`src/rtl/ocr_pkg.sv`:
```
package ocr_pkg;

  typedef enum logic [1:0] {
    RC_DATA_OK = 2'd0,
    RC_EOR     = 2'd1,
    RC_TIMING  = 2'd2
  } resp_code_e;

  localparam logic [6:0] GROUP_MARK = 7'h7F;
  localparam logic [5:0] ESC_CHAR   = 6'h1D;

  function automatic logic f_is_group_mark(input logic [6:0] c);
    return c == GROUP_MARK;
  endfunction

  function automatic logic f_needs_escape(input logic [6:0] c);
    return c[6] | (c[5:0] == ESC_CHAR);
  endfunction

  function automatic logic [6:0] f_low6(input logic [6:0] c);
    return {1'b0, c[5:0]};
  endfunction

endpackage

```
`src/rtl/ocr_classify.sv`:
```
module ocr_classify
  import ocr_pkg::*;
(
  input  logic [6:0] ch,
  output logic       is_gm,
  output logic       needs_esc,
  output logic [6:0] low6
);
  always_comb begin
    is_gm     = f_is_group_mark(ch);
    needs_esc = f_needs_escape(ch);
    low6      = f_low6(ch);
  end
endmodule

```
`src/rtl/ocr_limit.sv`:
```
module ocr_limit #(
  parameter int MEM_DEPTH = 64,
  parameter int AW        = $clog2(MEM_DEPTH) + 1
) (
  input  logic [AW-1:0] addr,
  output logic          past_limit,
  output logic [AW-1:0] addr_inc
);
  localparam logic [AW:0] DEPTH_W = (AW+1)'(MEM_DEPTH);

  always_comb begin
    past_limit = ({1'b0, addr} + (AW+1)'(1)) >= DEPTH_W;
    addr_inc   = addr + AW'(1);
  end
endmodule

```
`src/rtl/ocr_reader.sv`:
```
module ocr_reader
  import ocr_pkg::*;
#(
  parameter int MEM_DEPTH = 64,
  parameter int AW        = $clog2(MEM_DEPTH) + 1
) (
  input  logic          clk,
  input  logic          rst_n,
  input  logic          start,
  input  logic [AW-1:0] start_addr,
  input  logic          load_mode,
  input  logic          rec_stop,
  input  logic          cmd_phase,
  input  logic          dev_sel,
  input  logic          req,
  input  logic          req_weor,
  output logic [AW-1:0] mem_addr,
  input  logic [6:0]    mem_rdata,
  output logic          resp_valid,
  output logic [1:0]    resp_code,
  output logic [6:0]    resp_data,
  output logic          active,
  output logic          done,
  output logic          disco
);

  // state
  logic [AW-1:0] addr_q;
  logic          load_q, stop_q, cmd_q, sel_q;
  logic          held_q;
  logic [6:0]    held_ch_q;

  // named internal events
  logic          ev_start, ev_weor, ev_idle_req, ev_cmd, ev_held, ev_limit;
  logic          ev_fetch, ev_gm_end;
  logic          ch_gm, ch_esc;
  logic [6:0]    ch_low6;
  logic          lim_past;
  logic [AW-1:0] addr_inc;

  ocr_classify u_cls (
    .ch       (mem_rdata),
    .is_gm    (ch_gm),
    .needs_esc(ch_esc),
    .low6     (ch_low6)
  );

  ocr_limit #(.MEM_DEPTH(MEM_DEPTH), .AW(AW)) u_lim (
    .addr      (addr_q),
    .past_limit(lim_past),
    .addr_inc  (addr_inc)
  );

  assign mem_addr    = addr_q;
  assign ev_start    = start & ~active;
  assign ev_weor     = req & req_weor;
  assign ev_idle_req = req & ~req_weor & ~active;
  assign ev_cmd      = req & ~req_weor & active & cmd_q;
  assign ev_held     = req & ~req_weor & active & ~cmd_q & load_q & held_q;
  assign ev_limit    = req & ~req_weor & active & ~cmd_q & ~(load_q & held_q) & lim_past;
  assign ev_fetch    = req & ~req_weor & active & ~cmd_q & ~(load_q & held_q) & ~lim_past;
  assign ev_gm_end   = ev_fetch & stop_q & ch_gm;

  // next-response decode
  logic [1:0] nxt_code;
  logic [6:0] nxt_data;
  always_comb begin
    nxt_code = RC_DATA_OK;
    nxt_data = 7'h00;
    if (ev_weor)          nxt_code = RC_EOR;
    else if (ev_idle_req) nxt_code = RC_TIMING;
    else if (ev_cmd) begin
      if (ch_gm) nxt_code = RC_EOR;
      else       nxt_data = ch_low6;
    end
    else if (ev_held)     nxt_data = held_ch_q;
    else if (ev_limit)    nxt_code = RC_EOR;
    else if (ev_fetch) begin
      if (ev_gm_end)               nxt_code = RC_EOR;
      else if (load_q && ch_esc)   nxt_data = {1'b0, ESC_CHAR};
      else                         nxt_data = mem_rdata;
    end
  end

  always_ff @(posedge clk or negedge rst_n) begin
    if (!rst_n) begin
      addr_q     <= '0;
      load_q     <= 1'b0;
      stop_q     <= 1'b0;
      cmd_q      <= 1'b0;
      sel_q      <= 1'b0;
      held_q     <= 1'b0;
      held_ch_q  <= '0;
      active     <= 1'b0;
      done       <= 1'b0;
      disco      <= 1'b0;
      resp_valid <= 1'b0;
      resp_code  <= RC_DATA_OK;
      resp_data  <= '0;
    end else begin
      resp_valid <= req;
      if (req) begin
        resp_code <= nxt_code;
        resp_data <= nxt_data;
      end
      if (ev_start) begin
        addr_q <= start_addr;
        load_q <= load_mode;
        stop_q <= rec_stop;
        cmd_q  <= cmd_phase;
        sel_q  <= dev_sel;
        held_q <= 1'b0;
        active <= 1'b1;
        done   <= 1'b0;
        disco  <= 1'b0;
      end else if (ev_weor) begin
        done <= 1'b1;
      end else if (ev_cmd) begin
        if (!ch_gm) addr_q <= addr_inc;
      end else if (ev_held) begin
        held_q <= 1'b0;
      end else if (ev_limit) begin
        addr_q <= addr_inc;
        active <= 1'b0;
        disco  <= sel_q;
      end else if (ev_fetch) begin
        addr_q <= addr_inc;
        if (ev_gm_end) begin
          active <= 1'b0;
          done   <= 1'b1;
          disco  <= sel_q;
        end else if (load_q && ch_esc) begin
          held_q    <= 1'b1;
          held_ch_q <= ch_low6;
        end
      end
    end
  end

  // assertions
  a_r3_terr_when_idle: assert property (@(posedge clk) disable iff (!rst_n)
    (req && !req_weor && !active) |=> (resp_valid && resp_code == RC_TIMING));

  a_r9_weor_ends: assert property (@(posedge clk) disable iff (!rst_n)
    (req && req_weor) |=> (done && resp_code == RC_EOR));

  a_r6_fall_is_eor: assert property (@(posedge clk) disable iff (!rst_n)
    $fell(active) |-> (resp_valid && resp_code == RC_EOR));

  a_r8_cmd_six_bit: assert property (@(posedge clk) disable iff (!rst_n)
    (resp_valid && resp_code == RC_DATA_OK && cmd_q) |-> (resp_data[6] == 1'b0));

  a_r10_valid_after_req: assert property (@(posedge clk) disable iff (!rst_n)
    resp_valid |-> $past(req));

  a_r10_disco_needs_sel: assert property (@(posedge clk) disable iff (!rst_n)
    disco |-> sel_q);

  a_r7_addr_bound: assert property (@(posedge clk) disable iff (!rst_n)
    ($rose(active) || $stable(active)) |-> (mem_addr <= AW'(MEM_DEPTH)));

endmodule

```
`config.mk`:
```
export PLATFORM = sky130hd
export DESIGN_NAME = ocr_reader
export DESIGN_NICKNAME = d
export VERILOG_FILES = /design/src/rtl/ocr_pkg.sv /design/src/rtl/ocr_classify.sv /design/src/rtl/ocr_limit.sv /design/src/rtl/ocr_reader.sv
export SDC_FILE = /design/constraint.sdc
export NUM_CORES = 1
export LEC_CHECK = 0
export BUFFER_PORTS_ARGS = -buffer_cell sky130_fd_sc_hd__buf_2
export CAP_MARGIN = 25
export CORE_MARGIN = 2
export CORE_UTILIZATION = 35
export DETAILED_ROUTE_END_ITERATION = 8
export GPL_TIMING_DRIVEN = 0
export SLEW_MARGIN = 20
export SYNTH_ARGS = -nofsm -noshare
export SYNTH_HDL_FRONTEND = slang
export SYNTH_HIERARCHICAL = 1
export SYNTH_SLANG_ARGS = --single-unit
```
`constraint.sdc`:
```
create_clock -name clk -period 6 [get_ports clk]
set_input_delay 1.2 -clock clk [delete_from_list [all_inputs] [get_ports clk]]
set_output_delay 1.2 -clock clk [all_outputs]
set_load 0.01 [all_outputs]
```
==> impl_results.md <==
- Outcome: finished clean
- Clk_skew: 0.00788 ns
- Dpl ws: 3.21 ns
- Total GRT Usage: 14.8%
- Reg2reg path depth: 7
- Net switching power: 0.309 mW
- Crit path kind: input port to flop
- Clock root buffer: clkbuf_8
- Seq/Total Area, Yosys: 44.8%
- Yosys cell types: 42
- Worst Setup SP: mem_rdata[3]
- Share of total power in the clock network: 18.6%
- Max Fclk: 399 MHz
- Synth top area share: 44.8%
- WHS Endpoint: resp_code[1]
- Cells after Synth: 153
- Synth Register Bits: 32
- Post-synth EDFFs: 0
- Crit-path max FO: 10
- CP Cell Sequence: buf_2 > nand4_1 > nor2_1 > buf_2 > a21o_1 > a2111oi_4 > and2b_1 > a221o_1
- Setup ws final: 3.49 ns
- Util after Layout: 43.4%
- Antenna Cells: 0
- CP top delay family: compound AO/OA/AOI/OAI gates
- Synth area leaders: dfrtp_1 45%, mux2_2 16%, buf_4 3.8%, a21oi_1 2.5%, nor2b_1 2.1%
- Synthesized area: 1790 um2
- # rows: 26
- Worst Setup End Kind: flop
- Reg area: 801 um2
- RSZ-0062 raised after global routing: false
- Internal power: 0.589 mW
- Slew Limit Fails: 0
- Largest stage delay, worst path: 0.40 ns
- Switching part of the total: 34.4%
- CTS Sinks: 32
- Layout cell share with drive strength beyond 1: 46.8%
- Worst Hold Path Cells: 2
- Port buffer count: 42
- YS warnings: 6
- Final worst-path cycle share: 41.8%
- Hold_ws: 0.480 ns
- Core area: 5010 um2
- Tot Pwr: 0.898 mW
- R2R setup slack: 3.77 ns
- Post-cts gate resize count: 0
- Fill cell count: 522
- Post-DP HPWL: 2730 um
- CP startpoint kind: input port
- Num CTS Buffers: 5
- Clk_lat worst skew: 0.27 ns
- Routability cong.: 0.799
- Clock Path Buffers: 2
- Detail Route Antenna Nets: 0
- Synth Net Count: 177
- DRC viols: 0
- Max-slew headroom: 52.1%
- Die width: 75.5 um
- Fraction of registers with async set or reset after synthesis: 100%
- CP dominant cell by count: buf_2
- RR Endpoint: resp_data[1]
- WP data required: 6.22 ns
- Die ar.: 5690 um2
- CTS tree: done
- Number of buffers and inverters on the critical path: 2
- Post-CTS setup buffers: 0
- Critical Path Slowest Stage Cell: a2111oi_4
- Crit path DAT: 2.72 ns
- Power share of the sequential group: 42.5%
- DRT Wirelength: 3710 um
- Multi-input gate area: 867 um2
- Cell Pwr Density: 413 nW/um2
- Drt wl/cell: 13.6 um
- Die H: 75.5 um
- Layout area overhead: 21.7%
- Reg2Reg Launch Point: mem_addr[0]
- First-pass GRT wire length: 6240 um
- Final hold violation count: 0
- Nets@finish: 226
- Final worst path period need: 2.51 ns
- Vias per cell: 4.88
- Via Count: 1,332
- Ys flop type: dfrtp_1
- Largest net degree at the start of global routing: 33
- Mean Syn Cell Area: 11.7 um2
- Area leader, netlist: dfrtp_1
- Antenna violations before repair: 0
- Final setup violation count: 0
- VDD IR-drop max: 0.000271 V
- Setup tns final: 0 ns
- Comb power frac: 38.9%
- Starting Density: 35.7%
- Num ports: 43
- H-tree depth: 2
- Grt ovf: 0
- Drt first pass iters: 4
- Hold crit path type: flop to flop
- Origin of the worst min-delay path: resp_code[1]
- Least-Margin Pin Slew: 0.719 ns
- Clock transition at the registers of the reported paths: 0.07 ns
- Initial DRC count: 79
- Vias in the first global route: 1,285
- Leak: 1.01 nW
- CTS Hold Bufs: 0
- Number of max-cap violations: 0
[worst reg2reg max path, cell delays in order (launching register included)]
cell and delay [ns]:
dfrtp_1 0.44, ha_1 0.26, and3_4 0.19, mux2_4 0.31, a21o_1 0.19, a2111oi_4 0.40, and2b_1 0.23, a221o_1 0.15
[how the worst max path moves through the flow]
stage                         to  cells after the start
floorplan           resp_data[1]                      7
global placement    resp_data[6]                      8
detailed placement  resp_data[1]                      8
CTS                 resp_data[1]                      8
global route        resp_data[2]                      8
finish              resp_data[1]                      8
[per-stage QoR]
stage / cell area [um2] / instances
2_1_floorplan: 1790 / 153
3_3_place_gp: 2080 / 265
3_5_place_dp: 2080 / 265
4_1_cts: 2170 / 273
5_1_grt: 2170 / 273
6_report: 2170 / 273
[cell usage after synthesis, drive strengths merged, types with 4 or more instances]
| library cell | instances |
|---|---|
| dfrtp | 32 |
| mux2 | 27 |
| buf | 12 |
| a21oi | 10 |
| inv | 7 |
| o21ai | 7 |
| nor2b | 6 |
| nand3 | 5 |
| a221oi | 4 |
| a31oi | 4 |
| nand2 | 4 |
[layout make-up]
class,count,area share [%]
plain buffers,13,4.26
clock buffers,8,4.14
inverters,7,1.21
multi-input cells,101,39.9
flip-flops and latches,32,36.8
well taps,70,4.03
repair buffers,42,9.67
[cells in the final DEF, fill, tap and decap left out, types with 2 or more instances in the layout]
cell,synthesis,final
a22o_1,2,2
nor2b_1,6,6
clkbuf_1,1,3
dfrtp_1,32,32
a211oi_1,2,2
buf_4,9,9
a21oi_1,9,9
xnor2_1,3,3
o21ai_0,7,7
nor2_1,3,3
a221o_1,3,3
a221oi_1,4,4
clkbuf_8,0,6
xor2_1,2,2
nand3_1,4,4
nand2_1,4,4
inv_1,7,7
mux2_2,26,26
a31oi_1,3,3
buf_2,2,44
a21o_1,2,2
[metal layers]
layer  global-route usage (%)  share of wire (%)  up-vias
met5                        0                  0        -
met4                     5.26                1.0        0
met3                     4.76                5.2        4
met2                     22.0                 46       36
met1                     20.2                 48      644
li1                         -                  -      648
[cells by family (layout without fill, tap and decap cells)]
logic type	after synthesis	after routing	synth area share, %
muxes	27	27	17.2
and+or+nand+nor	29	29	10.6
other	1	1	0.210
adders and majority gates	1	1	0.700
xor gates and xnor gates	5	5	2.45
AOI/OAI and AO/OA	38	38	17.3
DFF	32	32	44.8
buffers and inverters	20	70	6.65
[sequential cells by signal (all words and copies together) (netlist names)]
register and cells:
active 1, cmd_q 1, disco 1, done 1
held_ch_q 7, held_q 1, load_q 1, mem_addr 7
resp_code 2, resp_data 7, resp_valid 1, sel_q 1
stop_q 1
[power by group through the flow]
stage               logic, mW  registers, mW  clock network [mW]
global placement        0.349          0.385                   0
global route            0.391          0.398               0.188
detailed placement      0.355          0.387                   0
CTS                     0.356          0.382               0.174
floorplan               0.237          0.394                   0
finish                  0.350          0.382               0.167
Power figures use the tool's default switching activity.
